<file path="src/rtl/vtu_pkg.sv">
package vtu_pkg;

  // Command word layout (software decodes these positions)
  localparam int OP_LSB    = 0;
  localparam int OP_W      = 3;
  localparam int ACT_BIT   = 3;
  localparam int FULL_BIT  = 4;
  localparam int PSEL_LSB  = 8;
  localparam int PSEL_W    = 4;
  localparam int VID_LSB   = 16;
  localparam int VID_W     = 12;
  localparam int PRI_LSB   = 28;
  localparam int PRI_W     = 3;
  localparam int PRIEN_BIT = 31;

  // Data word layout
  localparam int DVALID_BIT = 11;

  localparam logic ADDR_CMD  = 1'b0;
  localparam logic ADDR_DATA = 1'b1;

  typedef enum logic [OP_W-1:0] {
    OPC_NOP    = 3'd0,
    OPC_FLUSH  = 3'd1,
    OPC_LOAD   = 3'd2,
    OPC_PURGE  = 3'd3,
    OPC_RMPORT = 3'd4
  } vtu_opc_e;

  typedef struct packed {
    logic              prio_en;
    logic [PRI_W-1:0]  prio;
    logic [VID_W-1:0]  vid;
    logic [PSEL_W-1:0] port;
    logic [OP_W-1:0]   op;
  } cmd_t;

endpackage

</file>
<file path="src/rtl/vtu_rst_sync.sv">
module vtu_rst_sync (
  input  logic clk,
  input  logic rst_n,
  output logic rst_n_sync
);
  logic [1:0] sync_q;

  always_ff @(posedge clk or negedge rst_n) begin
    if (!rst_n) sync_q <= 2'b00;
    else        sync_q <= {sync_q[0], 1'b1};
  end

  assign rst_n_sync = sync_q[1];
endmodule

</file>
<file path="src/rtl/vtu_host_regs.sv">
module vtu_host_regs
  import vtu_pkg::*;
#(
  parameter int MASK_W = 10
) (
  input  logic              clk,
  input  logic              rst_n,
  input  logic              wr_en,
  input  logic              addr,
  input  logic [31:0]       wdata,
  input  logic              busy,
  input  logic              full,
  output cmd_t              cmd,
  output logic [MASK_W-1:0] dmask,
  output logic              dvalid,
  output logic              launch,
  output logic [31:0]       rdata
);
  cmd_t              cmd_q, cmd_d;
  logic [MASK_W-1:0] dmask_q, dmask_d;
  logic              dvalid_q, dvalid_d;
  logic              cmd_we, dat_we;
  logic              unused_bits;

  assign unused_bits = ^{wdata[7:4], wdata[15:12]};

  always_comb begin
    cmd_we = wr_en && (addr == ADDR_CMD) && !busy;
    dat_we = wr_en && (addr == ADDR_DATA);
    launch = cmd_we && wdata[ACT_BIT];
  end

  always_comb begin
    cmd_d    = cmd_q;
    dmask_d  = dmask_q;
    dvalid_d = dvalid_q;
    if (cmd_we) begin
      cmd_d.op      = wdata[OP_LSB +: OP_W];
      cmd_d.port    = wdata[PSEL_LSB +: PSEL_W];
      cmd_d.vid     = wdata[VID_LSB +: VID_W];
      cmd_d.prio    = wdata[PRI_LSB +: PRI_W];
      cmd_d.prio_en = wdata[PRIEN_BIT];
    end
    if (dat_we) begin
      dmask_d  = wdata[MASK_W-1:0];
      dvalid_d = wdata[DVALID_BIT];
    end
  end

  always_ff @(posedge clk or negedge rst_n) begin
    if (!rst_n) begin
      cmd_q    <= '0;
      dmask_q  <= '0;
      dvalid_q <= 1'b0;
    end else begin
      if (cmd_we) cmd_q <= cmd_d;
      if (dat_we) begin
        dmask_q  <= dmask_d;
        dvalid_q <= dvalid_d;
      end
    end
  end

  always_comb begin
    rdata = '0;
    if (addr == ADDR_CMD) begin
      rdata[OP_LSB +: OP_W]     = cmd_q.op;
      rdata[ACT_BIT]            = busy;
      rdata[FULL_BIT]           = full;
      rdata[PSEL_LSB +: PSEL_W] = cmd_q.port;
      rdata[VID_LSB +: VID_W]   = cmd_q.vid;
      rdata[PRI_LSB +: PRI_W]   = cmd_q.prio;
      rdata[PRIEN_BIT]          = cmd_q.prio_en;
    end else begin
      rdata[MASK_W-1:0]         = dmask_q;
      rdata[DVALID_BIT]         = dvalid_q;
    end
  end

  assign cmd    = cmd_q;
  assign dmask  = dmask_q;
  assign dvalid = dvalid_q;
endmodule

</file>
<file path="src/rtl/vtu_scan_seq.sv">
module vtu_scan_seq
  import vtu_pkg::*;
#(
  parameter int NUM_ENTRIES = 16,
  localparam int IDX_W = (NUM_ENTRIES > 1) ? $clog2(NUM_ENTRIES) : 1
) (
  input  logic             clk,
  input  logic             rst_n,
  input  logic             launch,
  input  logic [OP_W-1:0]  op,
  input  logic [VID_W-1:0] cmd_vid,
  input  logic             scan_valid,
  input  logic [VID_W-1:0] scan_vid,
  output logic             busy,
  output logic             full,
  output logic [IDX_W-1:0] scan_idx,
  output logic             clr_valid,
  output logic             clr_port,
  output logic             load_we,
  output logic [IDX_W-1:0] load_idx
);
  localparam logic [IDX_W-1:0] LAST_IDX = IDX_W'(NUM_ENTRIES - 1);

  logic             busy_q, busy_d;
  logic             full_q, full_d;
  logic [IDX_W-1:0] idx_q, idx_d;
  logic             mfnd_q, mfnd_d, ffnd_q, ffnd_d;
  logic [IDX_W-1:0] midx_q, midx_d, fidx_q, fidx_d;
  logic             last, cur_match, cur_free, is_load, room;
  logic             seq_en;

  always_comb begin
    last      = (idx_q == LAST_IDX);
    cur_match = scan_valid && (scan_vid == cmd_vid);
    cur_free  = !scan_valid;
    is_load   = (op == OPC_LOAD);
    // running search including the entry under the scan pointer
    mfnd_d    = mfnd_q | cur_match;
    midx_d    = mfnd_q ? midx_q : idx_q;
    ffnd_d    = ffnd_q | cur_free;
    fidx_d    = ffnd_q ? fidx_q : idx_q;
    room      = mfnd_d || ffnd_d;

    clr_valid = busy_q && ((op == OPC_FLUSH) || ((op == OPC_PURGE) && cur_match));
    clr_port  = busy_q && (op == OPC_RMPORT);
    load_we   = busy_q && last && is_load && room;
    load_idx  = mfnd_d ? midx_d : fidx_d;
  end

  always_comb begin
    busy_d = busy_q;
    full_d = full_q;
    idx_d  = idx_q;
    if (launch) begin
      busy_d = 1'b1;
      full_d = 1'b0;
      idx_d  = '0;
    end else if (busy_q) begin
      if (last) begin
        busy_d = 1'b0;
        if (is_load && !room) full_d = 1'b1;
      end else begin
        idx_d = idx_q + 1'b1;
      end
    end
  end

  assign seq_en = launch | busy_q;

  always_ff @(posedge clk or negedge rst_n) begin
    if (!rst_n) begin
      busy_q <= 1'b0;
      full_q <= 1'b0;
      idx_q  <= '0;
      mfnd_q <= 1'b0;
      ffnd_q <= 1'b0;
      midx_q <= '0;
      fidx_q <= '0;
    end else if (seq_en) begin
      busy_q <= busy_d;
      full_q <= full_d;
      idx_q  <= idx_d;
      if (launch) begin
        mfnd_q <= 1'b0;
        ffnd_q <= 1'b0;
      end else begin
        mfnd_q <= mfnd_d;
        ffnd_q <= ffnd_d;
        midx_q <= midx_d;
        fidx_q <= fidx_d;
      end
    end
  end

  assign busy     = busy_q;
  assign full     = full_q;
  assign scan_idx = idx_q;
endmodule

</file>
<file path="src/rtl/vtu_entry_table.sv">
module vtu_entry_table
  import vtu_pkg::*;
#(
  parameter int NUM_ENTRIES = 16,
  parameter int MASK_W      = 10,
  localparam int IDX_W = (NUM_ENTRIES > 1) ? $clog2(NUM_ENTRIES) : 1
) (
  input  logic                   clk,
  input  logic                   rst_n,
  input  logic [IDX_W-1:0]       scan_idx,
  input  logic                   clr_valid,
  input  logic                   clr_port,
  input  logic [PSEL_W-1:0]      port_sel,
  input  logic                   load_we,
  input  logic [IDX_W-1:0]       load_idx,
  input  logic                   ld_valid,
  input  logic [VID_W-1:0]       ld_vid,
  input  logic [MASK_W-1:0]      ld_mask,
  input  logic [PRI_W-1:0]       ld_prio,
  input  logic                   ld_prio_en,
  output logic                   scan_valid,
  output logic [VID_W-1:0]       scan_vid,
  output logic [NUM_ENTRIES-1:0] valid_vec,
  input  logic [VID_W-1:0]       lookup_vid,
  output logic                   lookup_hit,
  output logic [MASK_W-1:0]      lookup_mask,
  output logic [PRI_W-1:0]       lookup_prio,
  output logic                   lookup_prio_en
);
  logic [VID_W-1:0]  vid_arr  [NUM_ENTRIES];
  logic [MASK_W-1:0] mask_arr [NUM_ENTRIES];
  logic [PRI_W-1:0]  prio_arr [NUM_ENTRIES];
  logic              pen_arr  [NUM_ENTRIES];
  logic [MASK_W-1:0] port_bit;

  // port numbers beyond the mask width decode to no bit at all
  always_comb begin
    port_bit = '0;
    for (int p = 0; p < MASK_W; p++)
      if (port_sel == PSEL_W'(p)) port_bit[p] = 1'b1;
  end

  for (genvar e = 0; e < NUM_ENTRIES; e++) begin : g_ent
    logic              v_q, v_d;
    logic [VID_W-1:0]  vid_q, vid_d;
    logic [MASK_W-1:0] mask_q, mask_d;
    logic [PRI_W-1:0]  prio_q, prio_d;
    logic              pen_q, pen_d;
    logic              at_scan, at_load, ent_en;

    always_comb begin
      at_scan = (scan_idx == IDX_W'(e));
      at_load = load_we && (load_idx == IDX_W'(e));
      ent_en  = at_load || (at_scan && (clr_valid || clr_port));
      v_d    = v_q;
      vid_d  = vid_q;
      mask_d = mask_q;
      prio_d = prio_q;
      pen_d  = pen_q;
      if (at_scan && clr_valid) v_d    = 1'b0;
      if (at_scan && clr_port)  mask_d = mask_q & ~port_bit;
      if (at_load) begin
        v_d    = ld_valid;
        vid_d  = ld_vid;
        mask_d = ld_mask;
        prio_d = ld_prio;
        pen_d  = ld_prio_en;
      end
    end

    always_ff @(posedge clk or negedge rst_n) begin
      if (!rst_n) begin
        v_q    <= 1'b0;
        vid_q  <= '0;
        mask_q <= '0;
        prio_q <= '0;
        pen_q  <= 1'b0;
      end else if (ent_en) begin
        v_q    <= v_d;
        vid_q  <= vid_d;
        mask_q <= mask_d;
        prio_q <= prio_d;
        pen_q  <= pen_d;
      end
    end

    assign valid_vec[e] = v_q;
    assign vid_arr[e]   = vid_q;
    assign mask_arr[e]  = mask_q;
    assign prio_arr[e]  = prio_q;
    assign pen_arr[e]   = pen_q;
  end

  assign scan_valid = valid_vec[scan_idx];
  assign scan_vid   = vid_arr[scan_idx];

  // lowest matching index wins
  always_comb begin
    lookup_hit     = 1'b0;
    lookup_mask    = '0;
    lookup_prio    = '0;
    lookup_prio_en = 1'b0;
    for (int i = NUM_ENTRIES - 1; i >= 0; i--) begin
      if (valid_vec[i] && (vid_arr[i] == lookup_vid)) begin
        lookup_hit     = 1'b1;
        lookup_mask    = mask_arr[i];
        lookup_prio    = prio_arr[i];
        lookup_prio_en = pen_arr[i];
      end
    end
  end
endmodule

</file>
<file path="src/rtl/vlan_cmd_engine.sv">
module vlan_cmd_engine
  import vtu_pkg::*;
#(
  parameter int NUM_ENTRIES = 16,
  parameter int MASK_W      = 10,
  localparam int IDX_W = (NUM_ENTRIES > 1) ? $clog2(NUM_ENTRIES) : 1
) (
  input  logic              clk,
  input  logic              rst_n,
  input  logic              host_wr,
  input  logic              host_addr,
  input  logic [31:0]       host_wdata,
  output logic [31:0]       host_rdata,
  output logic              busy,
  output logic              full_flag,
  input  logic [VID_W-1:0]  lookup_vid,
  output logic              lookup_hit,
  output logic [MASK_W-1:0] lookup_mask,
  output logic [PRI_W-1:0]  lookup_prio,
  output logic              lookup_prio_en
);
  logic                   rst_n_sync;
  cmd_t                   cmd;
  logic [OP_W-1:0]        cmd_op;
  logic [VID_W-1:0]       cmd_vid;
  logic [PSEL_W-1:0]      cmd_port;
  logic [MASK_W-1:0]      dmask;
  logic                   dvalid;
  logic                   launch;
  logic                   busy_i, full_i;
  logic [IDX_W-1:0]       scan_idx, load_idx;
  logic                   clr_valid, clr_port, load_we;
  logic                   scan_valid;
  logic [VID_W-1:0]       scan_vid;
  logic [NUM_ENTRIES-1:0] valid_vec;

  vtu_rst_sync u_rst (
    .clk        (clk),
    .rst_n      (rst_n),
    .rst_n_sync (rst_n_sync)
  );

  vtu_host_regs #(.MASK_W(MASK_W)) u_regs (
    .clk    (clk),
    .rst_n  (rst_n_sync),
    .wr_en  (host_wr),
    .addr   (host_addr),
    .wdata  (host_wdata),
    .busy   (busy_i),
    .full   (full_i),
    .cmd    (cmd),
    .dmask  (dmask),
    .dvalid (dvalid),
    .launch (launch),
    .rdata  (host_rdata)
  );

  assign cmd_op   = cmd.op;
  assign cmd_vid  = cmd.vid;
  assign cmd_port = cmd.port;

  vtu_scan_seq #(.NUM_ENTRIES(NUM_ENTRIES)) u_seq (
    .clk        (clk),
    .rst_n      (rst_n_sync),
    .launch     (launch),
    .op         (cmd_op),
    .cmd_vid    (cmd_vid),
    .scan_valid (scan_valid),
    .scan_vid   (scan_vid),
    .busy       (busy_i),
    .full       (full_i),
    .scan_idx   (scan_idx),
    .clr_valid  (clr_valid),
    .clr_port   (clr_port),
    .load_we    (load_we),
    .load_idx   (load_idx)
  );

  vtu_entry_table #(.NUM_ENTRIES(NUM_ENTRIES), .MASK_W(MASK_W)) u_tbl (
    .clk            (clk),
    .rst_n          (rst_n_sync),
    .scan_idx       (scan_idx),
    .clr_valid      (clr_valid),
    .clr_port       (clr_port),
    .port_sel       (cmd_port),
    .load_we        (load_we),
    .load_idx       (load_idx),
    .ld_valid       (dvalid),
    .ld_vid         (cmd_vid),
    .ld_mask        (dmask),
    .ld_prio        (cmd.prio),
    .ld_prio_en     (cmd.prio_en),
    .scan_valid     (scan_valid),
    .scan_vid       (scan_vid),
    .valid_vec      (valid_vec),
    .lookup_vid     (lookup_vid),
    .lookup_hit     (lookup_hit),
    .lookup_mask    (lookup_mask),
    .lookup_prio    (lookup_prio),
    .lookup_prio_en (lookup_prio_en)
  );

  assign busy      = busy_i;
  assign full_flag = full_i;
endmodule

</file>
<file path="config.mk">
export PLATFORM = sky130hd
export DESIGN_NAME = vlan_cmd_engine
export DESIGN_NICKNAME = d
export VERILOG_FILES = /design/src/rtl/vtu_pkg.sv /design/src/rtl/vtu_rst_sync.sv /design/src/rtl/vtu_host_regs.sv /design/src/rtl/vtu_scan_seq.sv /design/src/rtl/vtu_entry_table.sv /design/src/rtl/vlan_cmd_engine.sv
export SDC_FILE = /design/constraint.sdc
export NUM_CORES = 1
export LEC_CHECK = 0
export ABC_AREA = 1
export BUFFER_PORTS_ARGS = -buffer_cell sky130_fd_sc_hd__buf_2
export CAP_MARGIN = 20
export CORE_MARGIN = 3
export CORE_UTILIZATION = 49
export CTS_CLUSTER_DIAMETER = 80
export DETAILED_ROUTE_END_ITERATION = 6
export MAX_ROUTING_LAYER = met4
export PLACE_DENSITY_LB_ADDON = 0.05
export SLEW_MARGIN = 20
export SYNTH_ARGS = -nofsm -noshare
export SYNTH_HDL_FRONTEND = slang
export SYNTH_SLANG_ARGS = --single-unit
</file>
<file path="constraint.sdc">
create_clock -name clk -period 41.9 [get_ports clk]
set_input_delay 8.38 -clock clk [delete_from_list [all_inputs] [get_ports clk]]
set_output_delay 8.38 -clock clk [all_outputs]
set_load 0.005 [all_outputs]
</file>
==> results of run 1 <==
==> sequential cells by signal (all words and copies together) (netlist names), 4 cells and up <==
name                flops
u_seq.scan_idx          4
u_regs.cmd             23
u_seq.fidx_q            4
u_tbl.g_ent.pen_q      16
u_tbl.g_ent.vid_q     192
u_tbl.g_ent.v_q        16
u_regs.dmask           10
u_tbl.g_ent.mask_q    160
u_tbl.g_ent.prio_q     48
u_seq.midx_q            4
==> cell usage after synthesis (14+ instances only) <==
cell type  count  area share (%)
nand2_1     1104              15
o221ai_1      14            0.45
o211ai_1      50             1.4
clkinv_1      16            0.22
nor2_2        14            0.32
nor3_1        36            0.66
nand4_1       41            0.94
xnor2_1       38             1.2
a21oi_1       73             1.3
buf_2         61             1.1
o2111ai_1     25            0.80
o21ai_0      278             5.1
dfrtp_1      484              44
o22ai_1       37            0.85
inv_1        220             3.0
xor2_1        39             1.2
nand3_1      557              10
nor4_1        17            0.39
o21ai_1      148             2.7
buf_1         17            0.23
clkbuf_1     164             2.2
nor2_1       243             3.3
==> metrics by stage <==
stage               setup WS [ps]  util, %  hold slack, ps  instance area, sq um  std cells
finish                      20730     55.2             358                 30100       4516
global route                20560     55.2             369                 30100       4516
CTS                         20860     55.2             362                 30100       4514
detailed placement          20860     51.7             336                 28200       4412
global placement            20890     51.7             338                 28200       4412
floorplan                   22950        -             331                 27400       3774
==> per-layer routing <==
layer  share of wire (%)  vias up
met4                 6.2        0
met2                  46     1464
met3                 8.2      344
met5                   0        -
met1                  40    13200
li1                    -    12400
==> path summary, 6_finish.rpt <==
check,startpoint,endpoint,depth (start not counted)
setup / recovery,lookup_vid[4],lookup_mask[3],21
hold / removal,u_rst.sync_q[0]$_DFF_PN0_,u_rst.sync_q[1]$_DFF_PN0_,0
setup reg to reg,u_seq.scan_idx[0]$_DFFE_PN0P_,u_tbl.g_ent[8].mask_q[0]$_DFFE_PN0P_,23
hold reg to reg,u_rst.sync_q[0]$_DFF_PN0_,u_rst.sync_q[1]$_DFF_PN0_,0
max in group asynchronous,rst_n,u_rst.sync_q[1]$_DFF_PN0_,1
min in group asynchronous,u_rst.sync_q[1]$_DFF_PN0_,u_tbl.g_ent[10].mask_q[0]$_DFFE_PN0P_,0
==> power groups by stage <==
stage	combinational, mW	clock [mW]	sequential [mW]
2_1_floorplan	0.304	0	0.538
4_1_cts	0.479	0.516	0.547
6_report	0.492	0.512	0.549
5_1_grt	0.525	0.537	0.552
3_5_place_dp	0.477	0	0.555
3_3_place_gp	0.474	0	0.554
==> cell families after synthesis <==
logic type      after synthesis
flops                       484
other cells                   2
buf+inv                     502
compound gates              648
fa+ha+maj                     4
xor+xnor                     77
simple gates               2053
mux                           1
==> final cells by class <==
type	instances	area, sq um	share of cell area [%]
timing repair buffer	155	956	3.17
sequential	484	12100	40.2
multi-input combinational	2788	13300	44.2
inverter	246	923	3.06
tap	739	925	3.07
clock buffer	85	1680	5.58
antenna	2	5.00	0.0166
clock inverter	17	216	0.718
==> metrics, run 1 <==
type of the most critical hold path=reg2reg; drt wl/cell=~23 um; final net count=approximately 3800; clock skew=21.1 ps; Layout Area Growth over Synthesis=10.1%; count of pins over their slew limit=0; achievable clock frequency=47.2 MHz; combined buffer and inverter count along the critical path=4; worst path arrival time=12790 ps; final-layout setup total negative slack=0 ps; post_cts resized=0; layer carrying the most global-route usage=met2; number of global-route vias before repair=25600; total power density per cell area=51.5 nW/um^2; remaining routing DRC violations=0; synthesis-stage register bit count=484; proportion of synthesized area in mux cells=0.0366%; clock latency on the worst-skew pair=620 ps; clock root buffer=clkbuf_16; DPL Wire Length=70.9 mm; commonest non-fill, non-tap cells in the layout=nand2_1 (1102), nand3_1 (557), dfrtp_1 (481); Setup crit end kind=output port; internal power of the cells=920 uW; crit path max fanout=16; summed instance area of the synthesized netlist=about 27000 sq um; type of the setup path with the least slack=in2out; vertical extent of the die=242 um; number of library cell types mapped by synthesis=around 50; Net Sw Power=approximately 630 uW; kind of cell adding the most delay to the critical path=simple AND/OR/NAND/NOR gates; Top FF cell, synth=dfrtp_1; worst slew margin relative to its limit=23.5%; RSZ-0062 raised after global routing=false; port bufs=88; Sw Share=40.8%; power consumption=~1.6 mW; pin count of the biggest net entering global routing=161; Initial Utilization=50.2%; fraction of synthesized cell area in xor and xnor cells=2.46%; Crit path largest cell delay=between 600 and 700 ps; clock slew at the register clock pins of the worst setup and hold paths=approximately 60 ps; cell repeated most along the worst path=nand2_1; average via count per standard cell=6.07; htree depth=2; number of antenna violations at the first check in global routing=2; cell row count=85; minimum clock period after layout=~21000 ps; proportion of synthesized chip area in sequential cells=44.2%; Detailed Routing Iterations Pass 1=6; Post-synth EDFFs=0; met3 track demand over resource in global routing=about 4.4%; total detailed-routing wirelength=~110 mm; area share of fa/ha/maj cells after synthesis=less than 1%; number of ports placed on the die boundary=97; Total Die Area=58700 sq um; compound-gate portion of the synthesized area=13.3%; crit path launch type=input pin; slowest stage cell, crit path=nand2_1; Post-synth ARST share=100%; Synth Area in Simple Gates=32.3%; TritonCTS clock tree=built; number of hold buffers added after cts=0; slew at the pin closest to its max-slew limit=1150 ps; worst reg-to-reg setup slack=35460 ps; number of standard cells after synthesis=3771; CORE AREA=54600 sq um; Die Span X=242 um; number of violations reported at the end of detailed-routing iteration 0=around 3300; critical-path cell list=buf_2 > inv_1 > nand2_1 > nand2_1 > nor2_1 > nand2_1 > nor2_1 > buf_4 > nand2_1 > nand2_1 > nand3_1 > nand3_1 > o2111ai_1 > nand3_1 > nand2_1 > nand3_1 > nand2_1 > nand2_1 > nand2_1 > a21oi_1 > buf_2; number of clock sinks seen by CTS=between 400 and 500; Post-CTS Repair Setup Buffers=0; fill cell total of the finished layout=5214; final number of hold-violating endpoints=0; Logic pwr share=31.7%; Data required, critical path=33520 ps; total routing resource utilization after global routing=36.3%; residual overflow from global routing=0; CTS buffer count=55; mean cell area of the mapped netlist=7.26 sq um; IR Drop Worst-Case VDD=0.0437 mV; leading cell type in the layout, fill and taps excluded=nand2_1; total number of vias=27400; fraction of met2 tracks used by global routing=56.3%; number of maximum-capacitance constraint violations=0; buffer depth of the longest clock path=3; global-route track usage on met1=46.9%; number of warnings reported in the yosys synthesis log=0; run status=complete, no violations; total of endpoints with negative setup slack in the final report=0; total leakage power=approximately 14 nW; share of cells above drive strength 1=~8.4%; clock group share of total power=33.0%; share of the clock period used by the worst path=50.5%; combinational family with the most area after synthesis=simple AND/OR/NAND/NOR gates; Detail Route Antenna Nets=0; wire length of the first global-routing pass=159 mm; Seq pwr share=35.3%; final weighted congestion in routability-driven placement=roughly 0.97
Power figures use the tool's default switching activity.
==> inputs of run 2 (changes only) <==
==> constraint.sdc (replaced) <==
create_clock -name clk -period 20.9 [get_ports clk]
set_input_delay 4.18 -clock clk [delete_from_list [all_inputs] [get_ports clk]]
set_output_delay 4.18 -clock clk [all_outputs]
set_load 0.005 [all_outputs]
==> metrics, run 2 (same netlist as run 1, synthesis figures left out) <==
cell repeated most along the worst path=nand2_1; share of the clock period used by the worst path=around three fifths; clock skew=18.3 ps (-2.81 ps); total number of vias=27300 (-0.31%); number of hold buffers added after cts=0 (unchanged); worst reg-to-reg setup slack=14750 ps (-20710 ps); number of antenna violations at the first check in global routing=1 (-1); count of pins over their slew limit=0 (unchanged); remaining routing DRC violations=0 (unchanged); Layout Area Growth over Synthesis=10.9%; final-layout setup total negative slack=0 ps (unchanged); CTS buffer count=56 (+1.8%); Logic pwr share=30.6% (-1.1 points); Sw Share=39.7% (-1.0 points); destination of the worst register-to-register timing path=u_tbl.g_ent[8].mask_q[4]$_DFFE_PN0P_; CORE AREA=54600 sq um (unchanged); cell row count=85 (unchanged); type of the setup path with the least slack=in2out; clock root buffer=clkbuf_16; clock latency on the worst-skew pair=620 ps (about the same); Data required, critical path=16720 ps (-16800 ps); htree depth=2 (unchanged); total of endpoints with negative setup slack in the final report=0 (unchanged); Net Sw Power=1.27 mW (+100%); worst path arrival time=8460 ps (-4330 ps); achievable clock frequency=79.1 MHz; total power density per cell area=105 nW/um^2 (+100%); internal power of the cells=1.92 mW (+110%); Detail Route Antenna Nets=0 (unchanged); commonest non-fill, non-tap cells in the layout=nand2_1 (1101), nand3_1 (557), dfrtp_1 (481); TritonCTS clock tree=built; slowest stage cell, crit path=nor2_1; Setup crit end kind=output port; largest reg by FF count=u_tbl.g_ent.vid_q; fill cell total of the finished layout=5211 (-0.058%); Die Span X=242 um (unchanged); total routing resource utilization after global routing=36.4% (about the same); Initial Utilization=50.2% (unchanged); clock slew at the register clock pins of the worst setup and hold paths=60 ps (about the same); total leakage power=14.6 nW (+0.78%); post-layout worst setup margin=8260 ps (-12470 ps); final number of hold-violating endpoints=0 (unchanged); share of cells above drive strength 1=8.60% (+0.23 points); number of global-route vias before repair=25900 (+0.84%); crit path max fanout=17 (+1); top flop regs=u_tbl.g_ent.vid_q (192), u_tbl.g_ent.mask_q (160), u_tbl.g_ent.prio_q (48); final non-filler cell area=30300 sq um (+0.72%); residual overflow from global routing=0 (unchanged); IR Drop Worst-Case VDD=0.0839 mV (+92%); total detailed-routing wirelength=106 mm (-0.34%); number of clock sinks seen by CTS=484 (unchanged); number of maximum-capacitance constraint violations=0 (unchanged); final weighted congestion in routability-driven placement=0.979 (+1.0%); Post-Place Worst Slack=8300 ps (-12550 ps); run status=complete, no violations; Detailed Routing Iterations Pass 1=6 (unchanged); slew at the pin closest to its max-slew limit=1110 ps (-41.4 ps); pin count of the biggest net entering global routing=157 (-2.5%); number of ports placed on the die boundary=97 (unchanged); post_cts resized=0 (unchanged); leading cell type in the layout, fill and taps excluded=nand2_1; crit path launch type=input pin; Total Die Area=58700 sq um (unchanged); port bufs=88 (unchanged); Largest register FFs=192 (unchanged); wire length of the first global-routing pass=160 mm (+0.29%); Post-CTS Repair Setup Buffers=0 (unchanged); critical-path cell list=buf_2 > clkinv_1 > buf_4 > nand2_1 > nand4_1 > nor4_1 > nand2_1 > nor2_1 > nand2_1 > nand3_1 > nand2_1 > nand3_1 > nand2_1 > nand2_1 > nand2_1 > a21oi_1 > buf_2; vertical extent of the die=242 um (unchanged); total cell area at the placement stage=28200 sq um (about the same); average via count per standard cell=6.05 (-0.33%); type of the most critical hold path=reg2async; source of the worst register-to-register timing path=u_seq.scan_idx[0]$_DFFE_PN0P_; depth of the most critical reg-to-reg path=20 (-13%); final net count=3784 (+0.053%); combined buffer and inverter count along the critical path=4 (unchanged); kind of cell adding the most delay to the critical path=simple AND/OR/NAND/NOR gates; number of violations reported at the end of detailed-routing iteration 0=3124 (-5.6%); Crit path largest cell delay=880 ps (+190 ps); minimum clock period after layout=approximately 13000 ps; worst slew margin relative to its limit=26.2% (+2.7 points); power consumption=3.19 mW (+110%); RSZ-0062 raised after global routing=false; DPL Wire Length=71.2 mm (+0.33%); buffer depth of the longest clock path=3 (unchanged); drt wl/cell=23.4 um (-0.37%); Seq pwr share=34.8% (-0.5 points); clock group share of total power=34.6% (+1.6 points)
[run 2: cell type report]
| type | instances | area, sq um | area share [%] |
|---|---|---|---|
| diodes | 1 | 2.50 | 0.00825 |
| repair buffers | 156 | 1020 | 3.37 |
| well taps | 739 | 925 | 3.05 |
| inverters | 246 | 923 | 3.04 |
| clock inverters | 26 | 410 | 1.35 |
| clock buffers | 77 | 1650 | 5.44 |
| flip-flops and latches | 484 | 12100 | 39.9 |
| multi-input cells | 2788 | 13300 | 43.8 |
[run 2: through the flow]
step | hold WS (ps) | util, % | instances
after detailed placement | 339 | 51.7 | 4410
after global placement | 336 | 51.7 | 4410
after global routing | 378 | 55.6 | 4516
after CTS | 353 | 55.5 | 4513
after floorplan | 331 | - | 3774
final | 339 | 55.6 | 4517
[run 2: worst max-delay path by stage]
stage                               from                        end  cells after the start
2_1_floorplan  u_rst.sync_q[1]$_DFF_PN0_  u_regs.cmd[0]$_DFFE_PN0P_                      0
3_3_place_gp               lookup_vid[4]             lookup_mask[0]                     21
3_5_place_dp               lookup_vid[4]             lookup_mask[0]                     21
4_1_cts                    lookup_vid[4]             lookup_mask[0]                     21
5_1_grt                    lookup_vid[0]             lookup_mask[3]                     17
6_report                   lookup_vid[0]             lookup_mask[2]                     17
[run 2: per-layer routing]
layer | track usage [%] | wire length [um]
met5 | - | 0
met2 | 55.7 | 48200
met4 | 21.4 | 6960
met1 | 46.1 | 42000
met3 | 5.21 | 8510
[run 2: power groups by stage]
stage	Combinational (mW)	Sequential, mW	Clock [mW]
finish	0.975	1.11	1.10
global route	1.05	1.12	1.16
CTS	0.945	1.11	1.12
detailed placement	0.940	1.12	0
global placement	0.932	1.12	0
floorplan	0.610	1.08	0
